==> config.mk <==
export PLATFORM = sky130hd
export DESIGN_NAME = smb_host_regs
export DESIGN_NICKNAME = d
export VERILOG_FILES = /design/src/rtl/smb_host_pkg.sv /design/src/rtl/smb_prot_decode.sv /design/src/rtl/smb_txn_seq.sv /design/src/rtl/smb_irq_gen.sv /design/src/rtl/smb_host_regs.sv
export SDC_FILE = /design/constraint.sdc
export NUM_CORES = 1
export LEC_CHECK = 0
export BUFFER_PORTS_ARGS = -buffer_cell sky130_fd_sc_hd__buf_4
export CAP_MARGIN = 20
export CORE_MARGIN = 2
export CORE_UTILIZATION = 41
export CTS_CLUSTER_DIAMETER = 50
export CTS_CLUSTER_SIZE = 40
export DETAILED_ROUTE_END_ITERATION = 6
export SLEW_MARGIN = 40
export SYNTH_ARGS = -nofsm -noshare
export SYNTH_HDL_FRONTEND = slang
export SYNTH_SLANG_ARGS = --single-unit
==> constraint.sdc <==
create_clock -name clk -period 3.3 [get_ports clk]
set_clock_uncertainty 0.05 [all_clocks]
set_input_delay 0.495 -clock clk [delete_from_list [all_inputs] [get_ports clk]]
set_output_delay 0.495 -clock clk [all_outputs]
set_load 0.02 [all_outputs]
==> src/rtl/smb_host_pkg.sv <==
package smb_host_pkg;

   // register byte offsets
   localparam int OFF_STS = 0;
   localparam int OFF_CTL = 2;
   localparam int OFF_CMD = 3;
   localparam int OFF_ADR = 4;
   localparam int OFF_DLO = 5;
   localparam int OFF_DHI = 6;
   localparam int OFF_BLK = 7;
   localparam int OFF_AUX = 13;

   // status bit positions
   localparam int ST_BUSY   = 0;
   localparam int ST_DONE   = 1;
   localparam int ST_DEVERR = 2;
   localparam int ST_FAIL   = 4;

   // control bit positions
   localparam int CT_IEN     = 0;
   localparam int CT_KILL    = 1;
   localparam int CT_PROT_LO = 2;
   localparam int CT_PROT_HI = 4;
   localparam int CT_KEEP    = 5;   // bits kept in the control register
   localparam int CT_START   = 6;

   localparam int AUX_KEEP   = 2;

   typedef enum logic [2:0] {
      PR_QUICK  = 3'd0,
      PR_BYTE   = 3'd1,
      PR_BDATA  = 3'd2,
      PR_WORD   = 3'd3,
      PR_PCALL  = 3'd4,
      PR_BLOCK  = 3'd5,
      PR_I2CBLK = 3'd6,
      PR_RSVD   = 3'd7
   } prot_e;

   typedef enum logic [1:0] {
      SQ_IDLE  = 2'd0,
      SQ_DEFER = 2'd1,
      SQ_WAIT  = 2'd2
   } seq_e;

   typedef struct packed {
      logic exec_ok;
      logic rd;
      logic ret_lo;
      logic ret_hi;
      logic ret_blk;
   } prot_info_t;

endpackage

==> src/rtl/smb_prot_decode.sv <==
module smb_prot_decode
   import smb_host_pkg::*;
#(
   parameter int PROT_W     = 3,
   parameter bit I2C_BLK_EN = 1'b1
) (
   input  logic [PROT_W-1:0] prot,
   input  logic              dir_rd,
   output prot_info_t        info
);

   logic blk_ok;

   generate
      if (I2C_BLK_EN) begin : g_i2c_blk
         assign blk_ok = 1'b1;
      end else begin : g_no_i2c_blk
         assign blk_ok = 1'b0;
      end
   endgenerate

   prot_e code;
   logic  eff_rd;

   always_comb begin
      code    = prot_e'(prot);
      eff_rd  = (code == PR_I2CBLK) ? 1'b1 : dir_rd;
      info    = '0;
      info.rd = eff_rd;
      case (code)
         PR_QUICK, PR_BYTE, PR_BDATA, PR_WORD, PR_BLOCK: info.exec_ok = 1'b1;
         PR_I2CBLK: info.exec_ok = blk_ok;
         default:   info.exec_ok = 1'b0;
      endcase
      info.ret_lo  = eff_rd && (code == PR_BYTE || code == PR_BDATA || code == PR_WORD);
      info.ret_hi  = eff_rd && (code == PR_WORD);
      info.ret_blk = eff_rd && (code == PR_BLOCK || code == PR_I2CBLK);
   end

endmodule

==> src/rtl/smb_txn_seq.sv <==
module smb_txn_seq
   import smb_host_pkg::*;
(
   input  logic clk,
   input  logic rst_n,
   input  logic start_wr,
   input  logic kill,
   input  logic ien_now,
   input  logic sts_rd,
   input  logic dev_err,
   input  logic exec_ok,
   input  logic eng_done,
   output logic busy,
   output logic eng_req,
   output logic go,
   output logic done_take,
   output logic refuse
);

   seq_e state_q;
   logic launch, defer;

   always_comb begin
      launch    = (start_wr && ien_now && state_q != SQ_WAIT) ||
                  (sts_rd && state_q == SQ_DEFER);
      defer     = start_wr && !ien_now && state_q != SQ_WAIT;
      go        = !kill && launch && !dev_err && exec_ok;
      refuse    = !kill && launch && (dev_err || !exec_ok);
      done_take = !kill && state_q == SQ_WAIT && eng_done;
   end

   always_ff @(posedge clk) begin
      if (!rst_n) begin
         state_q <= SQ_IDLE;
         busy    <= 1'b0;
         eng_req <= 1'b0;
      end else begin
         eng_req <= go;
         if (kill || done_take || refuse) begin
            state_q <= SQ_IDLE;
            busy    <= 1'b0;
         end else if (go) begin
            state_q <= SQ_WAIT;
            busy    <= 1'b1;
         end else if (defer) begin
            state_q <= SQ_DEFER;
            busy    <= 1'b1;
         end
      end
   end

   // the request is a single-cycle pulse
   a_r9_req_one_cycle: assert property (@(posedge clk) disable iff (!rst_n)
      eng_req |=> !eng_req);

   // busy is high whenever a request goes out
   a_r9_req_with_busy: assert property (@(posedge clk) disable iff (!rst_n)
      eng_req |-> busy);

   // busy only drops on done, kill or a refused launch
   a_r2_busy_fall_cause: assert property (@(posedge clk) disable iff (!rst_n)
      $fell(busy) |-> $past(kill || done_take || refuse));

endmodule

==> src/rtl/smb_irq_gen.sv <==
module smb_irq_gen #(
   parameter int  NSTS    = 7,
   parameter bit  IRQ_REG = 1'b0
) (
   input  logic            clk,
   input  logic            rst_n,
   input  logic            ien,
   input  logic [NSTS-1:0] sts_flags,
   output logic            irq
);

   logic irq_raw;
   assign irq_raw = ien && (|sts_flags);

   generate
      if (IRQ_REG) begin : g_irq_ff
         always_ff @(posedge clk) begin
            if (!rst_n) irq <= 1'b0;
            else        irq <= irq_raw;
         end
         // no interrupt without enable
         a_r11_irq_gate: assert property (@(posedge clk) disable iff (!rst_n)
            !$past(ien) |-> !irq);
      end else begin : g_irq_comb
         assign irq = irq_raw;
         // no interrupt without enable
         a_r11_irq_gate: assert property (@(posedge clk) disable iff (!rst_n)
            !ien |-> !irq);
      end
   endgenerate

endmodule

==> src/rtl/smb_host_regs.sv <==
module smb_host_regs
   import smb_host_pkg::*;
#(
   parameter int ADDR_W     = 6,
   parameter int DATA_W     = 8,
   parameter int TADDR_W    = 7,
   parameter int PROT_W     = 3,
   parameter bit I2C_BLK_EN = 1'b1,
   parameter bit IRQ_REG    = 1'b0
) (
   input  logic                  clk,
   input  logic                  rst_n,
   input  logic                  reg_wr,
   input  logic                  reg_rd,
   input  logic [ADDR_W-1:0]     reg_addr,
   input  logic [DATA_W-1:0]     reg_wdata,
   output logic [DATA_W-1:0]     reg_rdata,
   output logic                  irq,
   output logic                  eng_req,
   output logic [TADDR_W-1:0]    eng_addr,
   output logic                  eng_rd,
   output logic [PROT_W-1:0]     eng_prot,
   output logic [DATA_W-1:0]     eng_cmd,
   output logic [2*DATA_W-1:0]   eng_wdata,
   input  logic                  eng_done,
   input  logic                  eng_ack,
   input  logic [2*DATA_W-1:0]   eng_rdata
);

   localparam int NSTS = DATA_W - 1;

   generate
      if (DATA_W != 8) begin : g_bad_data_w
         $error("smb_host_regs: DATA_W must be 8");
      end
      if (TADDR_W != DATA_W - 1) begin : g_bad_taddr_w
         $error("smb_host_regs: TADDR_W must be DATA_W-1");
      end
      if (PROT_W != CT_PROT_HI - CT_PROT_LO + 1) begin : g_bad_prot_w
         $error("smb_host_regs: PROT_W must match the control protocol field");
      end
      if (ADDR_W < 4) begin : g_bad_addr_w
         $error("smb_host_regs: ADDR_W must reach offset 0x0D");
      end
   endgenerate

   // register storage
   logic [DATA_W-1:1]   sts_q;
   logic [CT_KEEP-1:0]  ctl_q;
   logic [DATA_W-1:0]   cmd_q, adr_q, dlo_q, dhi_q, blk_q;
   logic [AUX_KEEP-1:0] aux_q;
   logic [PROT_W-1:0]   prot_q;
   logic                rd_q, lo_q, hi_q, blkret_q;

   // access decode
   logic wr_sts, wr_ctl, rd_sts;
   assign wr_sts = reg_wr && reg_addr == ADDR_W'(OFF_STS);
   assign wr_ctl = reg_wr && reg_addr == ADDR_W'(OFF_CTL);
   assign rd_sts = reg_rd && reg_addr == ADDR_W'(OFF_STS);

   logic start_wr, kill, ien_now;
   assign start_wr = wr_ctl && reg_wdata[CT_START];
   assign kill     = wr_ctl && reg_wdata[CT_KILL];
   assign ien_now  = wr_ctl ? reg_wdata[CT_IEN] : ctl_q[CT_IEN];

   // the protocol a launch uses: the one being written, else the stored one
   logic [PROT_W-1:0] prot_sel;
   assign prot_sel = wr_ctl ? reg_wdata[CT_PROT_HI:CT_PROT_LO]
                            : ctl_q[CT_PROT_HI:CT_PROT_LO];

   prot_info_t info;

   smb_prot_decode #(
      .PROT_W     (PROT_W),
      .I2C_BLK_EN (I2C_BLK_EN)
   ) u_decode (
      .prot   (prot_sel),
      .dir_rd (adr_q[0]),
      .info   (info)
   );

   logic busy, go, done_take, refuse;

   smb_txn_seq u_seq (
      .clk       (clk),
      .rst_n     (rst_n),
      .start_wr  (start_wr),
      .kill      (kill),
      .ien_now   (ien_now),
      .sts_rd    (rd_sts),
      .dev_err   (sts_q[ST_DEVERR]),
      .exec_ok   (info.exec_ok),
      .eng_done  (eng_done),
      .busy      (busy),
      .eng_req   (eng_req),
      .go        (go),
      .done_take (done_take),
      .refuse    (refuse)
   );

   // next status: software clears first, events set afterwards
   logic [DATA_W-1:1] sts_nxt;
   always_comb begin
      sts_nxt = sts_q;
      if (wr_sts) sts_nxt = sts_nxt & ~reg_wdata[DATA_W-1:1];
      if (done_take) begin
         if (eng_ack) sts_nxt[ST_DONE]   = 1'b1;
         else         sts_nxt[ST_DEVERR] = 1'b1;
      end
      if (refuse) sts_nxt[ST_DEVERR] = 1'b1;
      if (kill)   sts_nxt[ST_FAIL]   = 1'b1;
   end

   always_ff @(posedge clk) begin
      if (!rst_n) begin
         sts_q    <= '0;
         ctl_q    <= '0;
         cmd_q    <= '0;
         adr_q    <= '0;
         dlo_q    <= '0;
         dhi_q    <= '0;
         blk_q    <= '0;
         aux_q    <= '0;
         prot_q   <= '0;
         rd_q     <= 1'b0;
         lo_q     <= 1'b0;
         hi_q     <= 1'b0;
         blkret_q <= 1'b0;
      end else begin
         sts_q <= sts_nxt;
         if (wr_ctl) ctl_q <= reg_wdata[CT_KEEP-1:0];
         if (reg_wr) begin
            case (reg_addr)
               ADDR_W'(OFF_CMD): cmd_q <= reg_wdata;
               ADDR_W'(OFF_ADR): adr_q <= reg_wdata;
               ADDR_W'(OFF_DLO): dlo_q <= reg_wdata;
               ADDR_W'(OFF_DHI): dhi_q <= reg_wdata;
               ADDR_W'(OFF_BLK): blk_q <= reg_wdata;
               ADDR_W'(OFF_AUX): aux_q <= reg_wdata[AUX_KEEP-1:0];
               default: ;
            endcase
         end
         if (go) begin
            prot_q   <= prot_sel;
            rd_q     <= info.rd;
            lo_q     <= info.ret_lo;
            hi_q     <= info.ret_hi;
            blkret_q <= info.ret_blk;
         end
         if (done_take && eng_ack) begin
            if (lo_q)     dlo_q <= eng_rdata[DATA_W-1:0];
            if (hi_q)     dhi_q <= eng_rdata[2*DATA_W-1:DATA_W];
            if (blkret_q) blk_q <= eng_rdata[DATA_W-1:0];
         end
      end
   end

   // read mux
   always_comb begin
      case (reg_addr)
         ADDR_W'(OFF_STS): reg_rdata = {sts_q, busy};
         ADDR_W'(OFF_CTL): reg_rdata = DATA_W'(ctl_q);
         ADDR_W'(OFF_CMD): reg_rdata = cmd_q;
         ADDR_W'(OFF_ADR): reg_rdata = adr_q;
         ADDR_W'(OFF_DLO): reg_rdata = dlo_q;
         ADDR_W'(OFF_DHI): reg_rdata = dhi_q;
         ADDR_W'(OFF_BLK): reg_rdata = blk_q;
         ADDR_W'(OFF_AUX): reg_rdata = DATA_W'(aux_q);
         default:          reg_rdata = '0;
      endcase
   end

   // engine request fields
   assign eng_addr  = adr_q[DATA_W-1:1];
   assign eng_rd    = rd_q;
   assign eng_prot  = prot_q;
   assign eng_cmd   = cmd_q;
   assign eng_wdata = {dhi_q, dlo_q};

   smb_irq_gen #(
      .NSTS    (NSTS),
      .IRQ_REG (IRQ_REG)
   ) u_irq (
      .clk       (clk),
      .rst_n     (rst_n),
      .ien       (ctl_q[CT_IEN]),
      .sts_flags (sts_q),
      .irq       (irq)
   );

   // no request leaves while device error was set at the launch edge
   a_r6_no_req_on_err: assert property (@(posedge clk) disable iff (!rst_n)
      eng_req |-> !$past(sts_q[ST_DEVERR]));

   // only executable protocol codes reach the engine
   a_r5_valid_prot: assert property (@(posedge clk) disable iff (!rst_n)
      eng_req |-> (eng_prot != PROT_W'(PR_PCALL) && eng_prot != PROT_W'(PR_RSVD)));

   // kill sets failed and drops busy
   a_r12_kill_effect: assert property (@(posedge clk) disable iff (!rst_n)
      kill |=> (sts_q[ST_FAIL] && !busy));

   // an accepted engine result always lands in status
   a_r8_result_recorded: assert property (@(posedge clk) disable iff (!rst_n)
      done_take |=> (sts_q[ST_DONE] || sts_q[ST_DEVERR]));

endmodule

## Word-level counts from Yosys, hierarchy flattened

Index checks and enable logic that the tools add are counted.

| operators by class | value |
|---|---|
| $add $sub $neg | 0 |
| multiply operators | 0 |
| divide/modulo/power cells | 0 |
| reductions and logical operators | 43 |
| shift operators | 0 |
| magnitude comparators | 0 |
| bitwise logic cells | 3 |
| equal/unequal tests | 15 |
| mux-type cells | 27 |

Operators with widths:

| operator | count |
|---|---|
| two-way mux 8 bit | 12 |
| one-hot mux 8 bit (8 select lines) | 1 |
| equality test 6 x 3 -> 1 bit, second input constant | 4 |
| logical AND 1 bit | 21 |
| equality test 6 x 2 -> 1 bit, second input constant | 2 |
| two-way mux 1 bit | 9 |
| bitwise AND 7 bit | 1 |
| logical OR 1 bit | 7 |
| NOT 7 bit | 1 |
| OR reduction 7 bit | 1 |
| equality test 3 x 2 -> 1 bit, second input constant | 2 |
| equality test 3 bit, second input constant | 2 |
| equality test 6 x 4 -> 1 bit, second input constant | 1 |
| logical NOT 6 bit | 1 |
| two-way mux 2 bit | 3 |
| AND reduction 2 bit | 3 |
| OR reduction 6 bit | 1 |
| logical NOT 1 bit | 4 |
| two-way mux 4 bit | 1 |
| nonzero test 2 bit | 2 |
| equality test 3 x 1 -> 1 bit, second input constant | 1 |
| logical NOT 3 bit | 1 |
| two-way mux 3 bit | 1 |
| OR reduction 3 bit | 1 |
| other kinds (5) | 5 |

| storage, ports and cells | value |
|---|---|
| bits in read-only memories | 0 |
| flip-flop bits (word level) | 65 |
| output and inout bits | 45 |
| latch bits | 0 |
| memories | 0 |
| word-level logic and storage cells | 107 |
| RAM bits | 0 |

## Depth between registers and ports, before layout

Gate-level depths: netlist (run 1).

| logic depth | value |
|---|---|
| word-level depth | 11 |
| gate-level depth with buffers | 7 |
| depth with buffers taken out | 5 |

## Hierarchy

Synthesis (run 1) repeated with hierarchy kept, for this count alone.

| second synthesis, totals | value |
|---|---|
| cells, all modules | 388 |
| area, all modules | 3334.4 µm² |

By module, submodules not included:

| module | sequential area each (µm²) | area each (µm²) | cells an instance | times used |
|---|---|---|---|---|
| smb_host_regs | 1221.2 | 2990.4 | 343 | 1 |
| smb_txn_seq | 80.1 | 247.7 | 32 | 1 |
| smb_prot_decode | 0.0 | 71.3 | 10 | 1 |
| smb_irq_gen | 0.0 | 25.0 | 3 | 1 |

## Least setup slack after synthesis (run 1)

No wires, ideal clock.

| timing path | value |
|---|---|
| path kind | input-to-output |
| start point | input port reg_addr[3] |
| end point | output port reg_rdata[0] |
| path buffers | 2 |
| slack | 0.907 ns |
| stages on the path | 4 |
| arrival time | 1.848 ns |
| path through | or4_1 -> buf_6 -> clkbuf_1 -> o21ai_0 |

| on the way | value |
|---|---|
| cells in the longest elaborated chain, start to end | 2 |

RTL lines:

| element | line | source |
|---|---|---|
| start: declaration | smb_host_regs.sv:15 | `input logic [ADDR_W-1:0] reg_addr,` |
| equality test 6 x 4 -> 1 bit (tied with other cells) | smb_host_regs.sv:160 | `case (reg_addr)` |
| one-hot mux 8 bit (8 select lines) * | smb_host_regs.sv:160 |  |
| end: declaration | smb_host_regs.sv:17 | `output logic [DATA_W-1:0] reg_rdata,` |

Every way passes the cells marked *; elsewhere a longest branch is shown, timed or not.

## Worst setup path in the final report (run 1)

| timing path | value |
|---|---|
| start point | input port reg_addr[3] |
| end point | output port reg_rdata[3] |

The elaborated chain is that of the path after synthesis.

==> flow_results.org, run 1 <==
** Clocking
- The tree is rooted in a sky130_fd_sc_hd__clkbuf_8.
- In this run, post-CTS repair resized a total of 0 instances.
- Number of buffers created by CTS :: 9
- CTS tree :: done
- Maximum level of the CTS H-tree :: 3
- Clk pin slew, worst setup/hold paths :: around 0.070 ns
- The number of hold buffers added after CTS was 0.
- Clock latency on the worst-skew pair :: ~0.34 ns
- TritonCTS Sinks :: between 60 and 70
- The number of setup buffers added after CTS is 0.
- CTS max path bufs :: 2

** Logic synthesis
- Counting instances in the post-synthesis netlist gives the leading cell types as sky130_fd_sc_hd__nand2_1 (66), sky130_fd_sc_hd__dfxtp_1 (65), sky130_fd_sc_hd__o21ai_0 (39), sky130_fd_sc_hd__mux2i_1 (36), sky130_fd_sc_hd__nor2_1 (32).
- The synthesized design contains 0 enable-type register cells.
- Register bit total from synthesis :: between 60 and 70
- sky130_fd_sc_hd__nand2_1 is the most common cell in the netlist.
- Ranking of synthesized cells by area :: sky130_fd_sc_hd__dfxtp_1 (39%), sky130_fd_sc_hd__mux2i_1 (11%), sky130_fd_sc_hd__nand2_1 (7.5%), sky130_fd_sc_hd__o21ai_0 (5.9%), sky130_fd_sc_hd__a21oi_1 (4.7%)
- Ys Warns :: 0
- Number of cells produced by synthesis :: between 300 and 400
- Of all flip-flops after synthesis, the portion carrying an async set or reset was 0.
- Sequential cell area fraction in the yosys report :: 0.392
- The synthesized netlist occupies a cell area of between 3000 and 4000 um^2.
- sky130_fd_sc_hd__dfxtp_1 takes more of the synthesized area than any other cell.
- Number of library cell types mapped by synthesis :: 48
- Mean area per synthesized cell :: 8.38 um^2
- Of the post-synthesis cell area, the dominant cell type holds 0.392.
- The number of nets in the synthesized netlist is between 400 and 500.
- Prevailing post-synth register cell :: sky130_fd_sc_hd__dfxtp_1

** Timing
- The worst path in the final design needs a cycle of ~2.6 ns, including I/O delays and setup.
- Dividing the final minimum period by the clock period gives 0.791.
- Setup violations remaining at the end of the flow were counted as 0.
- Derived from the worst setup path, the maximum achievable clock frequency is about 0.38 GHz.
- In this run the tightest slew margin relative to its limit is 0.557.
- Worst-case hold slack :: ~0.33 ns
- Fin. max-slew vios :: 0
- Setup repair after global routing left no endpoint under its margin.
- Hold violation count in the final report :: 0
- Accumulated negative setup slack :: 0 ns
- Transition time at the pin with the least slew margin :: 0.663 ns

** Run
- Max-Cap Viols :: 0

** Worst setup path
- In this run the worst setup path begins at reg_addr[3].
- Among the stages of the critical path, the cell type that occurs most often is sky130_fd_sc_hd__buf_4.
- Number of buffers and inverters on the critical path :: 2
- In this design, the stage delay of the slowest critical-path cell is roughly 0.83 ns.
- Path length in cells of the critical path :: 4
- Traced cell by cell, the critical path runs through buf_4 -> or4_1 -> o21ai_0 -> buf_4.
- Counting cells, the worst reg-to-reg path comes to 5.
- Arrival time reported for the critical path endpoint :: between 2 and 2.5 ns
- Cell class contributing the biggest share of worst-path delay :: simple AND/OR/NAND/NOR gates
- The worst register-to-register path begins at u_seq.state_q[0]$_SDFFE_PP0P_.
- Crit. End Element :: primary output
- Crit path max fanout :: 15
- Register-to-register path setup slack :: between 1 and 1.5 ns
- For the worst setup path, the data required time is approximately 2.8 ns.
- The worst setup path is launched from an input port.
- Critical-path cell with the highest stage delay :: sky130_fd_sc_hd__or4_1
- The critical path is of the input port to primary output type.

** Floorplan
- The die is around 94 um tall.
- The floorplan has 32 rows.
- Die boundary width :: about 94 um
- Die area :: 8830 um^2
- For this configuration, the core starts out at a cell density of 0.427.
- Ports placed on the boundary :: about 80
- After floorplanning, the core was sized to cover approximately 8000 um^2.

** Power
- Portion of total power attributed to sequential cells :: 0.498
- Largest voltage drop on the vdd net :: 0.000235 V
- Tot Pwr :: about 1.6 mW
- For this design the ratio of total power to cell area is 383 nW/um^2.
- Summed over all nets, the switching power comes to approximately 0.38 mW.
- For this design the static power due to leakage is approximately 1.6 nW.
- Switching share of total power :: 0.240
- Of the total power, combinational logic draws 0.079.
- Cell internal power was estimated by the tool at around 1.2 mW.
- Clock share of power :: 0.423

** Route
- Dividing the detail-routed wire length by the instance count gives around 18 um.
- Dividing the detail-routed via count by the number of cells gives 5.79.
- TritonRoute pass-1 iters :: 4
- The first routing iteration left about 180 violations.
- The routed layout has approximately 3,300 vias.
- Count of unresolved DRC violations after routing :: 0
- Total length of routed wires :: ~10 mm
- Antenna viol nets, final :: 0

** Hold path
- In this run the worst hold path is classified as input port to register.
- Hold_sp :: reg_wdata[5]
- Worst hold path stage count :: 2

** Global route
- Entering global routing, the biggest net connects 40 pins.
- For this run, the total global-route usage over all layers was measured as 0.241.
- The first global-routing pass estimated roughly 16 mm of wire.
- Antenna violations before repair :: 0
- Vias in the first global route :: ~3,000
- Aggregate global routing overflow :: 0

** Placed design
- After legalization and detailed placement, the total HPWL measured 7.23 mm.
- In this run the tool buffered the top-level ports with 80 buffer cells.
- Placed Cells incl. Taps :: 553
- The congestion estimate from routability-driven global placement came to just under 0.9.

** Outcome
- Result of the run :: finished, final reports clean

** Cells and area
- Core occupancy in the finished layout :: 0.532
- Of the cells placed in the final design, the portion with a size suffix greater than 1 is 0.253.
- Area grow syn2layout :: 24.6%
- The count of cells in the finished layout, fillers not included, comes to 569.
- Count of antenna diodes in the layout :: 0
- Net count of the finished layout :: ~500
[sequential cells by signal, summed over array words and instances, names as in the netlist, 2 cells and up]
| register | flops |
|---|---|
| adr_q | 8 |
| blk_q | 8 |
| dhi_q | 8 |
| dlo_q | 8 |
| eng_cmd | 8 |
| sts_q | 7 |
| ctl_q | 5 |
| eng_prot | 3 |
| aux_q | 2 |
| u_seq.state_q | 2 |
[cells by family after synthesis]
kind of cell,Yosys count,share of synthesized area
muxes,44,0.156
DFF,65,0.392
AOI/OAI and AO/OA,110,0.206
buffers and inverters,33,0.0479
and+or+nand+nor,144,0.198
[worst reg2reg max path: stages, from the launching register on]
cell and delay [ns]:
sky130_fd_sc_hd__dfxtp_1 0.37, sky130_fd_sc_hd__nand2b_1 0.14, sky130_fd_sc_hd__nand4_1 0.22, sky130_fd_sc_hd__a211oi_4 0.57, sky130_fd_sc_hd__a21oi_1 0.14, sky130_fd_sc_hd__a31o_2 0.23
[power groups by stage]
stage	clock, mW	sequential [mW]	combinational (mW)
floorplan	0	0.808	0.0600
global placement	0	0.807	0.123
detailed placement	0	0.807	0.124
CTS	0.680	0.789	0.124
global route	0.717	0.789	0.134
finish	0.669	0.789	0.125
[path summary, 6_finish.rpt]
check,end
max reg2reg,eng_prot[2]$_SDFFE_PN0P_
max,reg_rdata[3]
min,sts_q[5]$_SDFFE_PN0P_
min reg2reg,sts_q[7]$_SDFFE_PN0P_
[layout make-up]
type | instances | area [um^2]
Fill cell | 786 | 3630
Sequential cell | 65 | 1300
Clock buffer | 13 | 149
Timing Repair Buffer | 86 | 646
Clock inverter | 3 | 40.0
Inverter | 2 | 7.51
Multi-Input combinational cell | 298 | 1860
Tap cell | 102 | 128
[through the flow]
stage	worst slack (ns)	instance area [um^2]
floorplan	0.907	3320
global placement	0.648	3950
detailed placement	0.597	3950
CTS	0.723	4140
global route	0.674	4140
finish	0.689	4140
[routing by layer]
| layer | vias to the layer above | track usage | wire length, um |
|---|---|---|---|
| li1 | 1563 | - | - |
| met1 | 1580 | 0.342 | 4710 |
| met2 | 137 | 0.367 | 4730 |
| met3 | 14 | 0.0361 | 664 |
| met4 | 0 | 0.0930 | 182 |
| met5 | - | 0 | 0 |
[cell usage in the layout, fill, tap and decap left out, types with 2 or more instances in the layout]
cell type / count
sky130_fd_sc_hd__nand4b_1: 2
sky130_fd_sc_hd__nand2_1: 66
sky130_fd_sc_hd__nor3_1: 6
sky130_fd_sc_hd__clkbuf_8: 10
sky130_fd_sc_hd__nor4_1: 3
sky130_fd_sc_hd__nand2_2: 4
sky130_fd_sc_hd__buf_4: 86
sky130_fd_sc_hd__a21oi_1: 31
sky130_fd_sc_hd__o22ai_1: 2
sky130_fd_sc_hd__a31oi_1: 17
sky130_fd_sc_hd__and2_1: 4
sky130_fd_sc_hd__clkbuf_1: 3
sky130_fd_sc_hd__clkinv_2: 2
sky130_fd_sc_hd__mux2i_1: 36
sky130_fd_sc_hd__nor2_1: 32
sky130_fd_sc_hd__nor2b_1: 3
sky130_fd_sc_hd__nand3b_1: 3
sky130_fd_sc_hd__and3_1: 6
sky130_fd_sc_hd__a31o_1: 2
sky130_fd_sc_hd__o211ai_1: 2
sky130_fd_sc_hd__dfxtp_1: 65
sky130_fd_sc_hd__o21ai_0: 39
sky130_fd_sc_hd__mux4_2: 6
sky130_fd_sc_hd__a22oi_1: 5
sky130_fd_sc_hd__mux2_2: 2
sky130_fd_sc_hd__nand3_1: 8
No activity file was read; power rests on OpenSTA's default activity.
==> run 2: changes to the inputs <==
--- a/config.mk
+++ b/config.mk
@@ -12,6 +12,7 @@
 export CTS_CLUSTER_DIAMETER = 50
 export CTS_CLUSTER_SIZE = 40
 export DETAILED_ROUTE_END_ITERATION = 6
+export PLACE_DENSITY = 0.66
 export SLEW_MARGIN = 40
 export SYNTH_ARGS = -nofsm -noshare
 export SYNTH_HDL_FRONTEND = slang
==> constraint.sdc (replaced) <==
create_clock -name clk -period 2.4 [get_ports clk]
set_clock_uncertainty 0.05 [all_clocks]
set_input_delay 0.36 -clock clk [delete_from_list [all_inputs] [get_ports clk]]
set_output_delay 0.36 -clock clk [all_outputs]
set_load 0.02 [all_outputs]
==> flow_results.org, run 2 (synthesis gave the netlist of run 1 again) <==
** Cells and area
- Registers take ~1300 um^2.
- Most common cell after layout, fill and taps aside :: sky130_fd_sc_hd__buf_4
- Area occupied by multi-input gates :: 1860 um^2
- Leaving out fill and tap cells, the most frequent cells in the layout are sky130_fd_sc_hd__buf_4 (91), sky130_fd_sc_hd__nand2_1 (66), sky130_fd_sc_hd__dfxtp_1 (65).
- Compared with the post-synthesis result, the final layout area differs by 26.0%.
- Proportion of layout cells with a drive suffix above 1 :: 0.265
- The repair_antennas step left the layout with diodes totalling 0.
- In the final design database the tool counted ~500 nets.
- Fill cells in the final layout number between 700 and 800.

** Hold path
- Hold_sp :: reg_wdata[5]
- The worst hold path was traced through 2 stages.
- Type of the most critical hold path :: input port to register
- Endpoint, Worst Hold :: sts_q[5]$_SDFFE_PN0P_

** Clocking
- The clock drives 65 sinks.
- The tree is rooted in a sky130_fd_sc_hd__clkbuf_8.
- The number of gates resized after CTS was 0.
- Buffers inserted during clock tree synthesis total 9.
- TritonCTS built the clock tree.
- The clock tree synthesis step divided the H-tree into 3 levels.
- Clock latency on the worst-skew pair :: roughly 0.35 ns
- Clk pin slew, worst setup/hold paths :: ~0.070 ns
- For this design, the CTS-stage hold fixing added 0 buffers.
- Counting along the longest clock path gives a buffer depth of 2.
- Buffers added to address setup during post-CTS repair amount to 0.

** Worst setup path
- Cells along the critical path :: buf_4 -> or4_1 -> buf_4 -> o21ai_0 -> buf_4
- Critical R2R Capture :: eng_rd$_SDFFE_PN0P_
- Data on the critical path arrives at its endpoint at 1.69 ns.
- Class of the most critical setup path :: input port to primary output
- The critical path contains buffers and inverters numbering 3 combined.
- Of all nets on the critical path, the largest fanout is 15.
- Most used cell along the critical path :: sky130_fd_sc_hd__buf_4
- Crit. End Element :: primary output
- Grouping stages by cell kind, the critical path spends the most delay in buffers and inverters.
- Critical-path cell with the highest stage delay :: sky130_fd_sc_hd__or4_1
- Tracing the worst setup path back leads to its startpoint at reg_addr[3].
- In this design, the stage delay of the slowest critical-path cell is 0.52 ns.
- R2R Path Start :: u_seq.state_q[0]$_SDFFE_PP0P_
- Measured in cells, the most critical reg-to-reg path has a length of 5.
- STA classifies the critical path startpoint as an input port.
- Critical Path RT :: 1.99 ns
- Register-to-register path setup slack :: around 0.57 ns

** Floorplan
- The core region is just under 8000 um^2.
- Ports placed on the boundary :: between 80 and 90
- Die Y-Extent :: between 90 and 100 um
- Die boundary width :: around 94 um
- The floorplan has 32 rows.
- For this configuration, the core starts out at a cell density of 0.427.
- The die covers 8830 um^2.

** Timing
- Timing would allow up to 0.476 GHz.
- Period utilisation layout :: 0.875
- Transition time at the pin with the least slew margin :: ~0.65 ns
- The worst pin sits at a relative slew slack of 0.563.
- The count of final max-slew check failures is 0.
- Setup repair after global routing missed its margin :: no
- Count of endpoints failing setup in the final report :: 0
- Hold violation count in the final report :: 0
- Post-layout min period :: 2.10 ns
- In the final timing run, aggregate negative setup slack is 0 ns.

** Power
- Tot Pwr :: 2.21 mW
- Of the total power, the clock network draws 0.428.
- The analysis attributes to net switching a power of roughly 0.55 mW.
- Largest voltage drop on the vdd net :: approximately 0.00020 V
- Switching share of total power :: 0.250
- Of the total power, registers draw 0.491.
- Static Leak :: between 1.5 and 2 nW
- In this run the power density over the cells is roughly 530 nW/um^2.
- Cell internal power was estimated by the tool at 1.66 mW.
- Of the total power, combinational logic draws 0.081.

** Global route
- Vias in the first global route :: 3,133
- Global-route total usage across every layer :: 0.242
- Pin count of the biggest net entering global routing :: 40
- The initial antenna violation count was 0.
- Aggregate global routing overflow :: 0
- The first global-routing pass estimated ~16 mm of wire.

** Route
- For this block, the initial DRC count from the detailed router was around 220.
- In the routed design, unresolved DRC markers number 0.
- The routed design has ~11 mm of wire.
- The routed layout has ~3,300 vias.
- Drt wl/cell :: 18.4 um
- Once detail routing completed, the nets flagged for antenna violations numbered 0.
- Via density :: about 5.8
- Before antenna repair, the detailed router went through 5 iterations.

** Run
- Max-Cap Viols :: 0

** Placed design
- The wire-length estimate of the detail-placed layout is roughly 7.4 mm.
- The congestion estimate from routability-driven global placement came to 0.861.
- Number of port buffers :: 80

** Outcome
- The flow ran to the end, and the final reports show no timing, DRC or antenna violations.
run 2: cell count changes in the layout (fill, tap and decap cells not counted), sizes merged:
cell / change
clkbuf: -2
buf: +5
clkinvlp: +2
run 2: final cells by class:
cell class	instances	share of cell area
clock buffer	11	0.0338
clock inverter	5	0.0132
inverter	2	0.00180
multi-input combinational	298	0.446
sequential	65	0.311
tap	102	0.0305
timing repair buffer	91	0.163
run 2: through the flow:
step	instances	cell area [um^2]	hold slack [ns]	utilization	worst slack, ns
floorplan	396	3320	0.374	-	0.277
global route	574	4180	0.178	0.538	0.231
finish	574	4180	0.182	0.538	0.299
CTS	574	4180	0.171	0.538	0.317
global placement	558	3980	0.392	0.513	0.0793
detailed placement	558	3980	0.403	0.513	0.0135
run 2: worst max-delay path by stage:
stage                                    end  slack [ns]  cells past startpoint
floorplan                       reg_rdata[0]        0.28                      4
global placement    eng_prot[2]$_SDFFE_PN0P_        0.08                      7
detailed placement       eng_rd$_SDFFE_PN0P_        0.01                      7
CTS                             reg_rdata[3]        0.32                      5
global route                    reg_rdata[3]        0.23                      5
finish                          reg_rdata[3]        0.30                      5
run 2: power by group through the flow:
stage | Clock (mW) | Combinational (mW) | Sequential [mW]
2_1_floorplan | 0 | 0.0825 | 1.11
3_3_place_gp | 0 | 0.172 | 1.11
3_5_place_dp | 0 | 0.175 | 1.11
4_1_cts | 0.950 | 0.176 | 1.08
5_1_grt | 0.994 | 0.189 | 1.08
6_report | 0.946 | 0.179 | 1.08
run 2: layer usage:
metal	global-route usage	share of wire	wire length [um]
met3	0.0586	0.090	948
met4	0.0821	0.018	189
met1	0.330	0.43	4520
met2	0.374	0.46	4900
met5	0	0	0
==> run 3: changes to the inputs <==
--- a/config.mk
+++ b/config.mk
@@ -12,7 +12,9 @@
 export CTS_CLUSTER_DIAMETER = 50
 export CTS_CLUSTER_SIZE = 40
 export DETAILED_ROUTE_END_ITERATION = 6
+export GPL_TIMING_DRIVEN = 0
 export PLACE_DENSITY = 0.66
+export SKIP_CTS_REPAIR_TIMING = 1
 export SLEW_MARGIN = 40
 export SYNTH_ARGS = -nofsm -noshare
 export SYNTH_HDL_FRONTEND = slang
==> flow_results.org, run 3 (synthesis gave the netlist of run 1 again) <==
** Floorplan
- Starting Density :: 0.427
- Die boundary width :: around 94 um
- After floorplanning, the core was sized to cover just under 8000 um^2.
- The die covers between 8000 and 9000 um^2.
- Ports placed on the boundary :: 81
- In this run the core area contains 32 standard-cell rows.
- The die is 94.0 um tall.

** Hold path
- The min-delay analysis places its worst path in the category input port to register.

** Cells and area
- From synthesis to final layout, the design area changed by 26.9%.
- The final layout contains ~520 nets.
- Count of antenna diodes in the layout :: 0
- At the end of the flow the core is filled with cells to 0.542.
- Proportion of layout cells with a drive suffix above 1 :: 0.240
- Leading cell types in the layout, fill and taps excluded :: sky130_fd_sc_hd__buf_4 (77), sky130_fd_sc_hd__nand2_1 (66), sky130_fd_sc_hd__dfxtp_1 (65)
- Count of fill cells added during filler insertion :: around 740
- The finished layout holds roughly 600 standard cells, fillers aside.
- Most common cell after layout, fill and taps aside :: sky130_fd_sc_hd__buf_4

** Global route
- Antenna violations before repair :: 0
- The first global-routing pass estimated approximately 17 mm of wire.
- Aggregate global routing overflow :: 0
- Global-route total usage across every layer :: 0.259
- Pin count of the biggest net entering global routing :: 11
- Vias in the first global route :: 3,338

** Placed design
- Placed Cells incl. Taps :: 573
- Routability congestion estimate :: 0.882
- Number of port buffers :: 75
- Placed wire-length estimate after detailed placement :: 7.85 mm

** Timing
- The final count of hold timing violations was 0.
- Setup violations remaining at the end of the flow were counted as 0.
- After layout, the minimum clock period comes to approximately 2.3 ns.
- Dividing the final minimum period by the clock period gives 0.950.
- Fin. max-slew vios :: 0
- Static timing analysis puts the maximum clock frequency at roughly 0.44 GHz.
- Setup repair after global routing left no endpoint under its margin.
- Transition time at the pin with the least slew margin :: between 0.6 and 0.7 ns
- The worst pin sits at a relative slew slack of 0.537.

** Clocking
- Number of buffers created by CTS :: 9
- CTS tree :: done
- The later pin in the worst-skew pair is clocked with a latency of around 0.33 ns.
- Clk pin slew, worst setup/hold paths :: ~0.07 ns
- CTS max path bufs :: 2
- Counting every sink on the clock net gives 65.
- The tree is rooted in a sky130_fd_sc_hd__clkbuf_8.
- The H-tree generated during clock tree synthesis spans 3 levels.

** Power
- Of the total power, the share spent switching nets is 0.241.
- Static Leak :: about 1.6 nW
- Cell internal power was estimated by the tool at 1.66 mW.
- Of the total power, combinational logic draws 0.082.
- Switching power total :: around 0.53 mW
- Portion of total power attributed to sequential cells :: 0.496
- Clock share of power :: 0.422
- Power Dens Cells :: roughly 520 nW/um^2
- IR analysis of the VDD net gives a maximum drop of around 0.00033 V.

** Worst setup path
- The largest single stage delay on the critical path is between 0.5 and 0.6 ns.
- Crit. End Element :: primary output
- The worst setup path is launched from an input port.
- Arrival time reported for the critical path endpoint :: roughly 1.9 ns
- Crit path max fanout :: 10
- Cells along the critical path :: buf_2 -> clkbuf_4 -> mux4_2 -> nand2_1 -> o21ai_0 -> buf_4
- Critical-path cell with the highest stage delay :: sky130_fd_sc_hd__mux4_2
- The worst setup path is of the input port to primary output kind.
- Critical Path RT :: between 1.5 and 2 ns

** Route
- The first routing iteration left between 200 and 300 violations.
- The count of nets left with antenna violations once routing finished came out at 0.
- For this run, design rule violations remaining after detail routing come to 0.
- TritonRoute pass-1 iters :: 5
- Drt wl/cell :: 18.6 um
- Total length of routed wires :: ~11 mm
- Via density :: 5.82
- Routed vias :: around 3,400

** Outcome
- Result of the run :: finished, final reports clean

** Run
- Max-Cap Viols :: 0
[run 3: changes by cell type in the layout (fill, tap and decap cells not counted), moves of 2 or more]
cell,change
sky130_fd_sc_hd__clkbuf_1,+21
sky130_fd_sc_hd__buf_4,-14
sky130_fd_sc_hd__buf_6,+3
sky130_fd_sc_hd__clkbuf_2,+3
sky130_fd_sc_hd__buf_1,+2
sky130_fd_sc_hd__buf_2,+2
sky130_fd_sc_hd__clkinv_2,-2
[run 3: power groups by stage]
stage                     Clock (mW)  Combinational (mW)  Sequential (mW)
after floorplan                    0              0.0825             1.11
after global placement             0               0.171             1.11
after detailed placement           0               0.174             1.11
after CTS                      0.926               0.174             1.08
after global routing           0.984               0.192             1.08
final                          0.922               0.179             1.08
[run 3: final timing paths]
path	start	to	slack [ns]	cells after the start
worst max-delay path	reg_addr[1]	reg_rdata[6]	0.12	6
worst min-delay path	reg_wdata[5]	sts_q[5]$_SDFFE_PN0P_	0.19	2
worst max register to register	u_seq.state_q[0]$_SDFFE_PP0P_	eng_prot[2]$_SDFFE_PN0P_	0.62	5
worst min register to register	sts_q[3]$_SDFFE_PN0P_	sts_q[3]$_SDFFE_PN0P_	0.40	2
[run 3: metal layers]
layer  GRT usage  vias up  part of all wire  wire, um
met3      0.0409       24             0.072       786
met5           0        -                 0         0
met2       0.392      173              0.45      5000
met4       0.117        0             0.025       279
li1            -     1595                 -         -
met1       0.362     1634              0.45      4920
[run 3: metrics by stage]
| step | area [um^2] | worst slack [ns] | hold slack (ns) | TNS (ns) | total power, mW |
|---|---|---|---|---|---|
| after floorplan | 3320 | 0.277 | 0.374 | 0 | 1.19 |
| after global placement | 4010 | -0.00450 | 0.383 | -0.00450 | 1.28 |
| after detailed placement | 4010 | -0.0749 | 0.392 | -0.390 | 1.28 |
| after CTS | 4200 | 0.0276 | 0.195 | 0 | 2.18 |
| after global routing | 4210 | 0.0367 | 0.209 | 0 | 2.26 |
| final | 4210 | 0.119 | 0.194 | 0 | 2.19 |
[run 3: cell type report]
cell class	instances	area, um^2	share of cell area
multi-input cells	298	1860	0.443
well taps	102	128	0.0303
plain buffers	31	156	0.0371
clock buffers	14	153	0.0363
repair buffers	75	563	0.134
inverters	2	7.51	0.00178
clock inverters	2	37.5	0.00892
flip-flops and latches	65	1300	0.309
[run 3: critical path, delay by kind of cell]
| family | cells | cell delay [ns] |
|---|---|---|
| compound gates | 1 | 0.10 |
| simple gates | 1 | 0.10 |
| buf+inv | 3 | 0.75 |
| mux | 1 | 0.55 |
